$ cat src/rtl/wave_seq.sv
module wave_seq #(
  parameter int ADDR_W = 11,
  parameter int CNT_W  = 16
) (
  input  logic              clk,
  input  logic              rst_n,
  input  logic              tick,
  input  logic              trig_in,
  input  logic              retrig_en,
  input  logic              abort,
  input  logic [1:0]        stop_mode,
  input  logic [CNT_W-1:0]  upd_ivl,
  input  logic [ADDR_W:0]   npts,
  input  logic [CNT_W-1:0]  iter_cnt,
  input  logic [CNT_W-1:0]  start_dly,
  input  logic [CNT_W-1:0]  gap_dly,
  output logic [ADDR_W-1:0] rd_addr,
  output logic              rd_en,
  output logic              dac_upd,
  output logic              zero_clamp,
  output logic              busy
);

  typedef enum logic [2:0] {S_IDLE, S_SDLY, S_PLAY, S_GAP, S_DONE} st_t;

  st_t             st;
  logic            trig_q;
  logic [CNT_W-1:0] dcnt, icnt, itn;
  logic [ADDR_W:0] pt;
  logic            pend, pend_ii;

  logic trig_rise, abort_imm, abort_soft, soft_ii, soft_iii;
  logic last_pt, last_it, iter_stop, gap_stop;
  logic [CNT_W-1:0] ivl_m1;

  assign trig_rise  = trig_in & ~trig_q;
  assign abort_imm  = abort && (stop_mode < 2'd2);
  assign abort_soft = abort && (stop_mode >= 2'd2);
  assign soft_ii    = (pend && pend_ii)  || (abort_soft && stop_mode == 2'd2);
  assign soft_iii   = (pend && !pend_ii) || (abort_soft && stop_mode == 2'd3);
  assign ivl_m1     = (upd_ivl == '0) ? '0 : upd_ivl - 1'b1;
  assign rd_en      = (st == S_PLAY) && tick && (icnt == '0);
  assign last_pt    = (pt == npts - 1'b1);
  assign last_it    = (iter_cnt != '0) && ((itn + 1'b1) == iter_cnt);
  assign gap_stop   = soft_ii || (soft_iii && iter_cnt == '0);
  assign iter_stop  = last_it || gap_stop;
  assign rd_addr    = pt[ADDR_W-1:0];
  assign busy       = (st != S_IDLE);

  always_ff @(posedge clk or negedge rst_n) begin
    if (!rst_n) begin
      st         <= S_IDLE;
      trig_q     <= 1'b0;
      dcnt       <= '0;
      icnt       <= '0;
      itn        <= '0;
      pt         <= '0;
      pend       <= 1'b0;
      pend_ii    <= 1'b0;
      zero_clamp <= 1'b0;
      dac_upd    <= 1'b0;
    end else begin
      trig_q  <= trig_in;
      dac_upd <= rd_en;
      if (abort_imm) begin
        st         <= S_IDLE;
        zero_clamp <= 1'b1;
        pend       <= 1'b0;
        pt         <= '0;
      end else begin
        unique case (st)
          S_IDLE: begin
            if (trig_rise) begin
              st         <= S_SDLY;
              dcnt       <= '0;
              itn        <= '0;
              pt         <= '0;
              pend       <= 1'b0;
              zero_clamp <= 1'b0;
            end
          end
          S_SDLY: begin
            if (abort_soft) begin
              st <= S_DONE;
            end else if (tick) begin
              if (dcnt == start_dly) begin
                st   <= S_PLAY;
                icnt <= '0;
              end else begin
                dcnt <= dcnt + 1'b1;
              end
            end
          end
          S_PLAY: begin
            if (abort_soft) begin
              pend    <= 1'b1;
              pend_ii <= (stop_mode == 2'd2);
            end
            if (rd_en) begin
              icnt <= ivl_m1;
              if (last_pt) begin
                pt   <= '0;
                itn  <= itn + 1'b1;
                dcnt <= '0;
                st   <= iter_stop ? S_DONE : S_GAP;
              end else begin
                pt <= pt + 1'b1;
              end
            end else if (tick && icnt != '0) begin
              icnt <= icnt - 1'b1;
            end
          end
          S_GAP: begin
            if (gap_stop) begin
              st <= S_DONE;
            end else begin
              if (abort_soft) begin
                pend    <= 1'b1;
                pend_ii <= 1'b0;
              end
              if (tick) begin
                if (dcnt == gap_dly) begin
                  st   <= S_PLAY;
                  icnt <= '0;
                end else begin
                  dcnt <= dcnt + 1'b1;
                end
              end
            end
          end
          S_DONE: begin
            if (retrig_en || abort_soft) begin
              st   <= S_IDLE;
              pend <= 1'b0;
            end
          end
          default: st <= S_IDLE;
        endcase
      end
    end
  end

endmodule

$ cat config.mk
export PLATFORM = sky130hd
export DESIGN_NAME = wave_seq
export DESIGN_NICKNAME = d
export VERILOG_FILES = /design/src/rtl/wave_seq.sv
export SDC_FILE = /design/constraint.sdc
export NUM_CORES = 1
export LEC_CHECK = 0
export ABC_CLOCK_PERIOD_IN_PS = 3550
export BUFFER_PORTS_ARGS = -buffer_cell sky130_fd_sc_hd__buf_2
export CAP_MARGIN = 20
export CORE_MARGIN = 2
export CORE_UTILIZATION = 55
export CTS_CLUSTER_DIAMETER = 40
export CTS_CLUSTER_SIZE = 40
export DETAILED_ROUTE_END_ITERATION = 7
export GPL_TIMING_DRIVEN = 0
export MAX_ROUTING_LAYER = met4
export PLACE_DENSITY = 0.82
export SYNTH_ARGS = -nofsm -noshare
export SYNTH_HDL_FRONTEND = slang
export SYNTH_SLANG_ARGS = --single-unit
$ cat constraint.sdc
create_clock -name clk -period 3.55 [get_ports clk]
set_input_delay 0.71 -clock clk [delete_from_list [all_inputs] [get_ports clk]]
set_output_delay 0.71 -clock clk [all_outputs]
set_load 0.03 [all_outputs]
After elaboration in Yosys (flattened, before gate mapping)
Cells that the tools add are included.

word-level totals
  output and inout port bits = 15
  input bits = 84
  logic and storage cells = 147
  flip-flop bits (word level) = 68

cells by class
  $lt $le $gt $ge = 2
  equality and inequality tests = 33
  reductions and logical operators = 40
  muxes and demuxes = 53
  bitwise gates (word level) = 3
  add/subtract/negate cells = 6

operators with widths
  operator                                             number
  2-to-1 mux 16 bit                                    20
  case mux 16 bit (4 select lines)                     1
  == test 16 bit                                       3
  logical NOT 16 bit                                   3
  2-to-1 mux 12 bit                                    4
  case mux 16 bit (3 select lines)                     1
  2-to-1 mux 3 bit                                     12
  adder 16 x 1 -> 16 bit (second input constant)       2
  case mux 16 bit (2 select lines)                     1
  nonzero test 16 bit                                  2
  subtractor 16 x 1 -> 16 bit (second input constant)  2
  inequality test 2 bit (second input constant)        13
  case mux 12 bit (2 select lines)                     1
  inequality test 4 bit (second input constant)        4
  inequality test 3 bit (second input constant)        5
  case mux 3 bit (5 select lines)                      1
  adder 12 x 1 -> 12 bit (second input constant)       1
  == test 12 bit                                       1
  subtractor 12 x 1 -> 12 bit (second input constant)  1
  logical AND 1 bit                                    11
  AND reduction 11 bit                                 1
  2-to-1 mux 1 bit                                     10
  AND reduction 5 bit                                  2
  AND reduction 9 bit                                  1
  22 further kinds                                     34

Depth between registers and ports, before layout
Gate-level depths: netlist (run 1).

  word-level depth = 12
  mapped depth = 12
  gate-level depth less buffers = 10

Worst setup path before layout (run 1)
Ideal clock, no wire load.

  path kind = input-to-reg
  start point = input npts[0]
  end point = register dcnt[11]
  data required time = 3,473 ps
  slack = 550 ps
  cell stages on the path = 11
  arrival time = 2,922 ps
  setup time = 77 ps
  buffers on the path = 1
  cell sequence = inv_1 -> ha_1 -> nor2b_1 -> xnor2_1 -> a2bb2oi_1 -> a22o_1 -> nor4_4 -> o21bai_2 -> buf_6 -> or4_1 -> a21oi_1

between the ends
  cells in the longest elaborated chain, start to end = 4

ends and longest elaborated chain
  element                                 RTL line  RTL
  start: declaration                      13        input logic [ADDR_W:0] npts,
  subtractor 12 x 1 -> 12 bit             43        assign last_pt = (pt == npts - 1'b1);
  == test 12 bit                          43
  inequality test 2 bit (no source line)  -
  AND reduction 11 bit (no source line)   -
  end signal: assignment                  90        dcnt <= dcnt + 1'b1;
  end signal: assignment                  126       dcnt <= dcnt + 1'b1;
  end: declaration                        28        logic [CNT_W-1:0] dcnt, icnt, itn;

No other way between the ends.
A chain may end at the register's enable or synchronous reset.

Final worst setup path (run 1)
  start point = register st[1]
  end point = output rd_en

between the ends
  cells in the longest elaborated chain, start to end = 3

ends and longest elaborated chain
  element                         RTL line  RTL
  start: declaration              26        st_t st;
  start signal: assignment        105       st <= iter_stop ? S_DONE : S_GAP;
  == test 3 x 2 -> 1 bit          42        assign rd_en = (st == S_PLAY) && tick && (icnt == '0);
  logical AND 1 bit (2 in a row)  42
  end: declaration                18        output logic rd_en,

No other way between the ends.

==> results.env, run 1 <==
OUTCOME='finished clean'
GLOBALROUTE.TOTALOVERFLOW=0
SETUP.WORST_PATH.CLASS='reg -> out'
CLOCK_LATENCY_NS=0.36
IR_DROP_mV=0.352
DRT_ITER0_MARKERS=394
YOSYS_WARNINGS=0
DRCVIOLATIONCOUNT=0
YOSYS_REGISTER_BITS=68
ANTENNA_VIOLATIONS_BEFORE_REPAIR=0
REG2REG_FROM='icnt[8]'
CTS-ROOT-BUF='sky130_fd_sc_hd__clkbuf_8'
SEQ_AREA_FRAC_SYNTH_PCT=30.5
CRITPATHLAUNCHTYPE='flip-flop'
CTS_HOLD_BUFFERS=0
YS_DOMINANT_REG_CELL='sky130_fd_sc_hd__dfrtp_1'
WL_PER_CELL_UM=16.9
DIE-HEIGHT_UM=105
COUNT_OF_FLIP_FLOPS_WITH_A_BUILT_IN_ENABLE_AFTER_SYNTHESIS=0
TIGHTEST_SLEW_MARGIN_RELATIVE_TO_THE_LIMIT_PCT=39.6
SETUP_VIOLATIONS=0
FMAX_GHz=0.295
GLOBALROUTETOTALUTIL_PCT=30.6
CTS_BUFFER_DEPTH=2
FINALSETUPTNS_NS=0
ROUTED_VIAS_INST=6.15
TRITONCTS.NUM_BUFFERS=9
CTS_NUM_SINKS=68
STD_CELL_ROWS=36
DRIVE_GT1_SHARE_PCT=18.2
DIE-AREA_UM2=11000
GP_ROUTABILITY_CONGESTION=0.974
R2R_CELLS=10
TIGHTESTPINTRANSITION_NS=0.906
CRITPATHARRIVALTIME_NS=2.68
TIMING.CRITICAL_PATH.TO_TYPE='primary output'
POWER.STATIC_LEAKAGE_nW=2.82
DETAIL_ROUTE.WIRELENGTH_UM=16100
TIMING.FINAL.CRIT_SHARE_PCT=95.5
SYNTH-ASYNC-RESET-RATIO_PCT=100
AREA_GROWTH_SYN_TO_LAYOUT_PCT=16.0
SYN_INST=703
PORTBUFFERS=98
TOTALPOWERFINAL_mW=3.21
POSTROUTEANTENNANETS=0
NUM_IO_PINS=99
SYN-CELL-AREA_UM2=5580
SYN-MEAN-INSTANCE-AREA_UM2=7.93
TIMING.MAX_CAP.VIOLATIONS=0
RSZ0062_AT_GRT='false'
PLACEABLECOREAREA_UM2=9820
FINALWORSTPATHREQUIREDPERIOD_NS=3.39
DETAILROUTE.VIA_COUNT=5838
GRT_FIRST_PASS_WIRELENGTH_UM=26900
POWERDENSITY_nW_PER_UM2=497
VIAS_IN_THE_FIRST_GLOBAL_ROUTE=5577
DETAIL_ROUTE.FIRST_PASS.ITERATIONS=5
CTS_TREE='done'
CLOCK_SKEW_NS=0.00776
STARTING_DENSITY_PCT=56.8
DETAILEDPLACEMENTHPWL_UM=12000
CRITICAL_PATH_PEAK_FANOUT=10
NUM-NETS-FINAL=904
REGTOREGSETUPSLACK_NS=0.44
FINAL-HOLD-VIOLATION-COUNT=0
TIMING.HOLD.WORST.CLASS='in -> async'
REGTOREGENDPOINT='itn[14]'
CTS_CLOCK_PIN_SLEW_FOR_THE_WORST_SETUP_AND_HOLD_PATHS_NS=0.08
TIMING.CRITICAL_PATH.REQUIRED_NS=2.84
SYNTH_FP_NETS=795
GRT_MAX_DEGREE=69
SYNTH_CELL_TYPE_COUNT=68
FINAL-MAX-SLEW-VIOLATION-COUNT=0
FILL_CELLS=904
NUM_ANTENNA_CELLS=0
CTS_MAX_LEVEL=3
DIE_W_UM=105
## worst max-delay path by stage
stage,slack [ns],from,cells after the start,endpoint
after floorplan,0.55,npts[0],11,dcnt[11]
after global placement,-0.01,npts[0],12,itn[13]
after detailed placement,-0.13,npts[0],13,itn[14]
after CTS,0.02,st[1],7,rd_en
after global routing,0.007,iter_cnt[10],10,dcnt[2]
final,0.16,st[1],7,rd_en
## cell type report
cell class	count	area [µm²]	share of cell area, %
plain buffers	48	236	3.66
clock buffers	9	124	1.92
clock inverters	7	91.3	1.41
inverters	26	97.6	1.51
multi-input cells	561	3560	55.0
flip-flops and latches	68	1700	26.3
well taps	133	166	2.57
repair buffers	98	493	7.62
## cells in the final DEF, fill, tap and decap left out, drive strengths merged, types with 8 or more instances in the layout
cell	count
and3	11
o31ai	21
a31oi	9
xor2	56
or4	11
inv	25
nand3	31
nor3	22
ha	8
nor4	28
or3	11
buf	116
xnor2	32
dfrtp	68
o21ai	64
nand4	15
nand2	52
nand2b	8
a21oi	41
nor2	63
clkbuf	39
## registers in the layout (all words and copies together) (netlist names)
signal and cells:
trig_q 1, dcnt 16, itn 16, st 3, dac_upd 1, zero_clamp 1, pend 1, pt 12
icnt 16, pend_ii 1
## cells by family (layout without fill, tap and decap cells)
family                     Yosys count  count (layout)  synth area share, %
AOI/OAI and AO/OA                  190             190                 21.9
xor gates and xnor gates            88              88                 13.8
adders and majority gates            8               8                 1.80
buffers and inverters               74             188                 5.97
DFF                                 68              68                 30.5
muxes                                3               3                0.583
and+or+nand+nor                    272             272                 25.4
## power breakdown
part	total [mW]	switching [mW]	internal, mW	leakage, nW
clock	0.726	0.333	0.393	0.109
sequential	1.00	0.118	0.885	0.926
combinational	1.49	0.988	0.498	1.78
## synthesized netlist by cell type, types with 4 or more instances
master / instances / area, µm²
sky130_fd_sc_hd__a21oi_1: 41 / 205
sky130_fd_sc_hd__a31oi_1: 9 / 56.3
sky130_fd_sc_hd__a41oi_1: 7 / 61.3
sky130_fd_sc_hd__and2_1: 5 / 31.3
sky130_fd_sc_hd__and3_1: 11 / 68.8
sky130_fd_sc_hd__buf_4: 12 / 90.1
sky130_fd_sc_hd__clkbuf_1: 30 / 113
sky130_fd_sc_hd__dfrtp_1: 68 / 1700
sky130_fd_sc_hd__ha_1: 8 / 100
sky130_fd_sc_hd__inv_1: 25 / 93.8
sky130_fd_sc_hd__nand2_1: 52 / 195
sky130_fd_sc_hd__nand2b_1: 8 / 50.1
sky130_fd_sc_hd__nand3_1: 31 / 155
sky130_fd_sc_hd__nand4_1: 15 / 93.8
sky130_fd_sc_hd__nor2_1: 62 / 233
sky130_fd_sc_hd__nor2b_1: 4 / 25.0
sky130_fd_sc_hd__nor3_1: 22 / 110
sky130_fd_sc_hd__nor4_1: 25 / 156
sky130_fd_sc_hd__o21ai_0: 64 / 320
sky130_fd_sc_hd__o22ai_1: 4 / 25.0
sky130_fd_sc_hd__o31ai_1: 21 / 158
sky130_fd_sc_hd__o41ai_1: 7 / 61.3
sky130_fd_sc_hd__or3_1: 11 / 68.8
sky130_fd_sc_hd__or4_1: 10 / 75.1
sky130_fd_sc_hd__xnor2_1: 32 / 280
sky130_fd_sc_hd__xor2_1: 56 / 490
## through the flow
| stage | std cells | cell area (µm²) | utilization [%] | hold WS, ns | setup WS, ns |
|---|---|---|---|---|---|
| CTS | 950 | 6450 | 65.7 | 0.476 | 0.0168 |
| floorplan | 703 | 5580 | - | 0.414 | 0.550 |
| detailed placement | 934 | 6230 | 63.5 | 0.501 | -0.135 |
| global route | 950 | 6470 | 65.9 | 0.484 | 0.00734 |
| finish | 950 | 6470 | 65.9 | 0.454 | 0.161 |
| global placement | 934 | 6230 | 63.5 | 0.488 | -0.0105 |
## worst max-delay path: stages, from the launching register on
cell and delay (ns):
sky130_fd_sc_hd__dfrtp_1 0.32, sky130_fd_sc_hd__clkbuf_1 0.32, sky130_fd_sc_hd__clkinv_1 0.38, sky130_fd_sc_hd__nor3_1 0.38
sky130_fd_sc_hd__clkbuf_2 0.35, sky130_fd_sc_hd__nand2_1 0.18, sky130_fd_sc_hd__inv_1 0.17, sky130_fd_sc_hd__buf_2 0.22
## layer usage
metal | vias to the layer above | routed length [µm] | global-route usage, %
met5 | - | 0 | -
met4 | 0 | 354 | 9.90
met3 | 30 | 1090 | 3.56
met2 | 270 | 7700 | 49.9
met1 | 2756 | 6920 | 39.9
li1 | 2782 | - | -
## timing repair
item / 4_1_cts / 5_1_grt
buffers inserted: 0 / 0
endpoints found under the setup margin: 0 / 21
resized for setup: 0 / 5
(Power assumes the default switching activity.)
==> run 2: changes to the inputs <==
- CORE_ASPECT_RATIO: not set -> 1.1
==> results.env, run 2 (synthesis gave the netlist of run 1 again) <==
ROUTED_VIAS_INST=6.18
CRIT_SLOWEST_CELL='sky130_fd_sc_hd__nor3_1'
AREA_GROWTH_SYN_TO_LAYOUT_PCT=15.6
PLACEABLECOREAREA_UM2=9890
PLACEMENT.CELL_AREA_UM2=6220
GRT_MAX_DEGREE=69
NUM-NETS-FINAL=904
TIMING.FINAL.CRIT_SHARE_PCT=93.1
PORTBUFFERS=98
CP.BUFFERS_INVERTERS=5
POSTROUTEANTENNANETS=0
CTS_NUM_SINKS=68
DIE_W_UM=100
FINAL_CELL_COUNT_NO_FILL=937
POWERDENSITY_nW_PER_UM2=491
PRE_CTS_SLACK_NS=-0.115
TIMING.MAX_CAP.VIOLATIONS=0
DRCVIOLATIONCOUNT=0
CPLARGESTDELAYFAMILY='buffers and inverters'
DETAILROUTE.VIA_COUNT=5788
STD_CELL_ROWS=38
GRT_FIRST_PASS_WIRELENGTH_UM=24700
CP_SLOWEST_STAGE_DELAY_NS=0.38
FILL_CELLS=869
TIMING.CRITICAL_PATH.TO_TYPE='primary output'
TIGHTEST_SLEW_MARGIN_RELATIVE_TO_THE_LIMIT_PCT=41.8
STARTING_DENSITY_PCT=56.4
CTS_CLOCK_PIN_SLEW_FOR_THE_WORST_SETUP_AND_HOLD_PATHS_NS=0.08
CRITICAL_PATH_PEAK_FANOUT=10
PATH_DEPTH=7
CRITPATHARRIVALTIME_NS=2.59
DETAIL_ROUTE.WIRELENGTH_UM=14900
DETAIL_ROUTE.FIRST_PASS.ITERATIONS=5
SETUP_VIOLATIONS=0
LARGEST_REGISTERS='dcnt (16), icnt (16), itn (16)'
DESIGN_AREA_UM2=6450
R2R_CELLS=10
FINISH.UTILIZATION_PCT=65.2
CRITICAL_PATH_CELL_BY_CELL='clkbuf_1 > clkinv_1 > nor3_1 > clkbuf_2 > nand2_1 > inv_1 > buf_2'
DETAILEDPLACEMENTHPWL_UM=11300
FINAL-MAX-SLEW-VIOLATION-COUNT=0
DRIVE_GT1_SHARE_PCT=18.1
DIE-HEIGHT_UM=110
CRITPATHLAUNCHTYPE='flip-flop'
FMAX_GHz=0.303
OUTCOME='finished clean'
CLOCK_LATENCY_NS=0.37
FINALWORSTPATHREQUIREDPERIOD_NS=3.30
LAYOUT_COMMONEST_CELL='sky130_fd_sc_hd__buf_2'
TIMING.HOLD.WORST.CLASS='in -> async'
VIAS_IN_THE_FIRST_GLOBAL_ROUTE=5492
GLOBALROUTETOTALUTIL_PCT=28.7
POWER.STATIC_LEAKAGE_nW=2.82
FINAL-HOLD-VIOLATION-COUNT=0
DRT_ITER0_MARKERS=428
POSTCTSSETUPREPAIRBUFS=0
CTS_RESIZED=0
CTS_HOLD_BUFFERS=0
GP_ROUTABILITY_CONGESTION=0.945
NUM_ANTENNA_CELLS=0
WL_PER_CELL_UM=15.9
TIMING.CRITICAL_PATH.REQUIRED_NS=2.84
TIGHTESTPINTRANSITION_NS=0.874
CTS-ROOT-BUF='sky130_fd_sc_hd__clkbuf_8'
DP_CELLS=921
CLOCK_SKEW_NS=0.00981
IR_DROP_mV=0.317
TRITONCTS.NUM_BUFFERS=9
ANTENNA_VIOLATIONS_BEFORE_REPAIR=0
SETUP.WORST_PATH.CLASS='reg -> out'
GLOBALROUTE.TOTALOVERFLOW=0
DIE-AREA_UM2=11000
LAYOUT_SETUP_WS_NS=0.246
CTS_TREE='done'
CTS_BUFFER_DEPTH=2
HOLD-WORST-SLACK_NS=0.459
NUM_IO_PINS=99
RSZ0062_AT_GRT='false'
CTS_MAX_LEVEL=3
MOST-COMMON-LAYOUT-CELLS='sky130_fd_sc_hd__buf_2, sky130_fd_sc_hd__dfrtp_1, sky130_fd_sc_hd__o21ai_0'
## run 2: changes by cell type in the layout (fill, tap and decap cells not counted)
cell	delta
sky130_fd_sc_hd__clkbuf_8	+3
sky130_fd_sc_hd__clkbuf_1	+1
sky130_fd_sc_hd__clkinvlp_4	-1
sky130_fd_sc_hd__nor3_2	+1
sky130_fd_sc_hd__nor4_1	+1
sky130_fd_sc_hd__nor3_1	-1
sky130_fd_sc_hd__bufinv_16	-1
sky130_fd_sc_hd__nor4_2	-1
sky130_fd_sc_hd__clkinv_2	-2
## run 2: final timing paths
kind | startpoint | to | slack (ns)
max in group asynchronous | rst_n | itn[12] | 2.53
min in group clk | trig_in | trig_q | 0.47
max reg2reg | st[1] | itn[5] | 0.47
min | rst_n | itn[8] | 0.46
max | st[1] | rd_en | 0.25
min reg2reg | itn[15] | itn[15] | 0.51
## run 2: cell type report
type	instances	area [µm²]	area share (%)
tap	120	150	2.33
inverter	26	97.6	1.51
multi-input combinational	561	3550	55.1
buffer	48	236	3.67
clock buffer	13	169	2.62
sequential	68	1700	26.4
clock inverter	3	43.8	0.679
timing repair buffer	98	493	7.65
## run 2: metrics by stage
stage / setup TNS (ns) / total power [mW]
floorplan: 0 / 2.02
global placement: 0 / 2.39
detailed placement: -0.919 / 2.44
CTS: 0 / 3.13
global route: 0 / 3.38
finish: 0 / 3.16
## run 2: worst register-to-register path: stages (launching register included)
cell and delay [ns]:
sky130_fd_sc_hd__dfrtp_1 0.33, sky130_fd_sc_hd__clkbuf_1 0.31, sky130_fd_sc_hd__clkinv_1 0.33, sky130_fd_sc_hd__nor3_1 0.38
sky130_fd_sc_hd__o21ai_0 0.28, sky130_fd_sc_hd__nand4_1 0.19, sky130_fd_sc_hd__nor4_2 0.07, sky130_fd_sc_hd__nor2_2 0.36
sky130_fd_sc_hd__clkbuf_1 0.45, sky130_fd_sc_hd__o21ai_0 0.18, sky130_fd_sc_hd__o41ai_1 0.09
## run 2: layer usage
metal / part of all wire, % / global-route usage, % / wire length [µm] / up-vias
li1: - / - / - / 2789
met1: 43 / 34.3 / 6360 / 2716
met2: 49 / 49.1 / 7300 / 236
met3: 5.6 / 4.90 / 842 / 47
met4: 2.9 / 10.8 / 431 / 0
met5: 0 / - / 0 / -
## run 2: power by group
part,switching (mW),internal (mW)
clock network,0.315,0.383
registers,0.119,0.885
logic,0.961,0.500
total,1.39,1.77
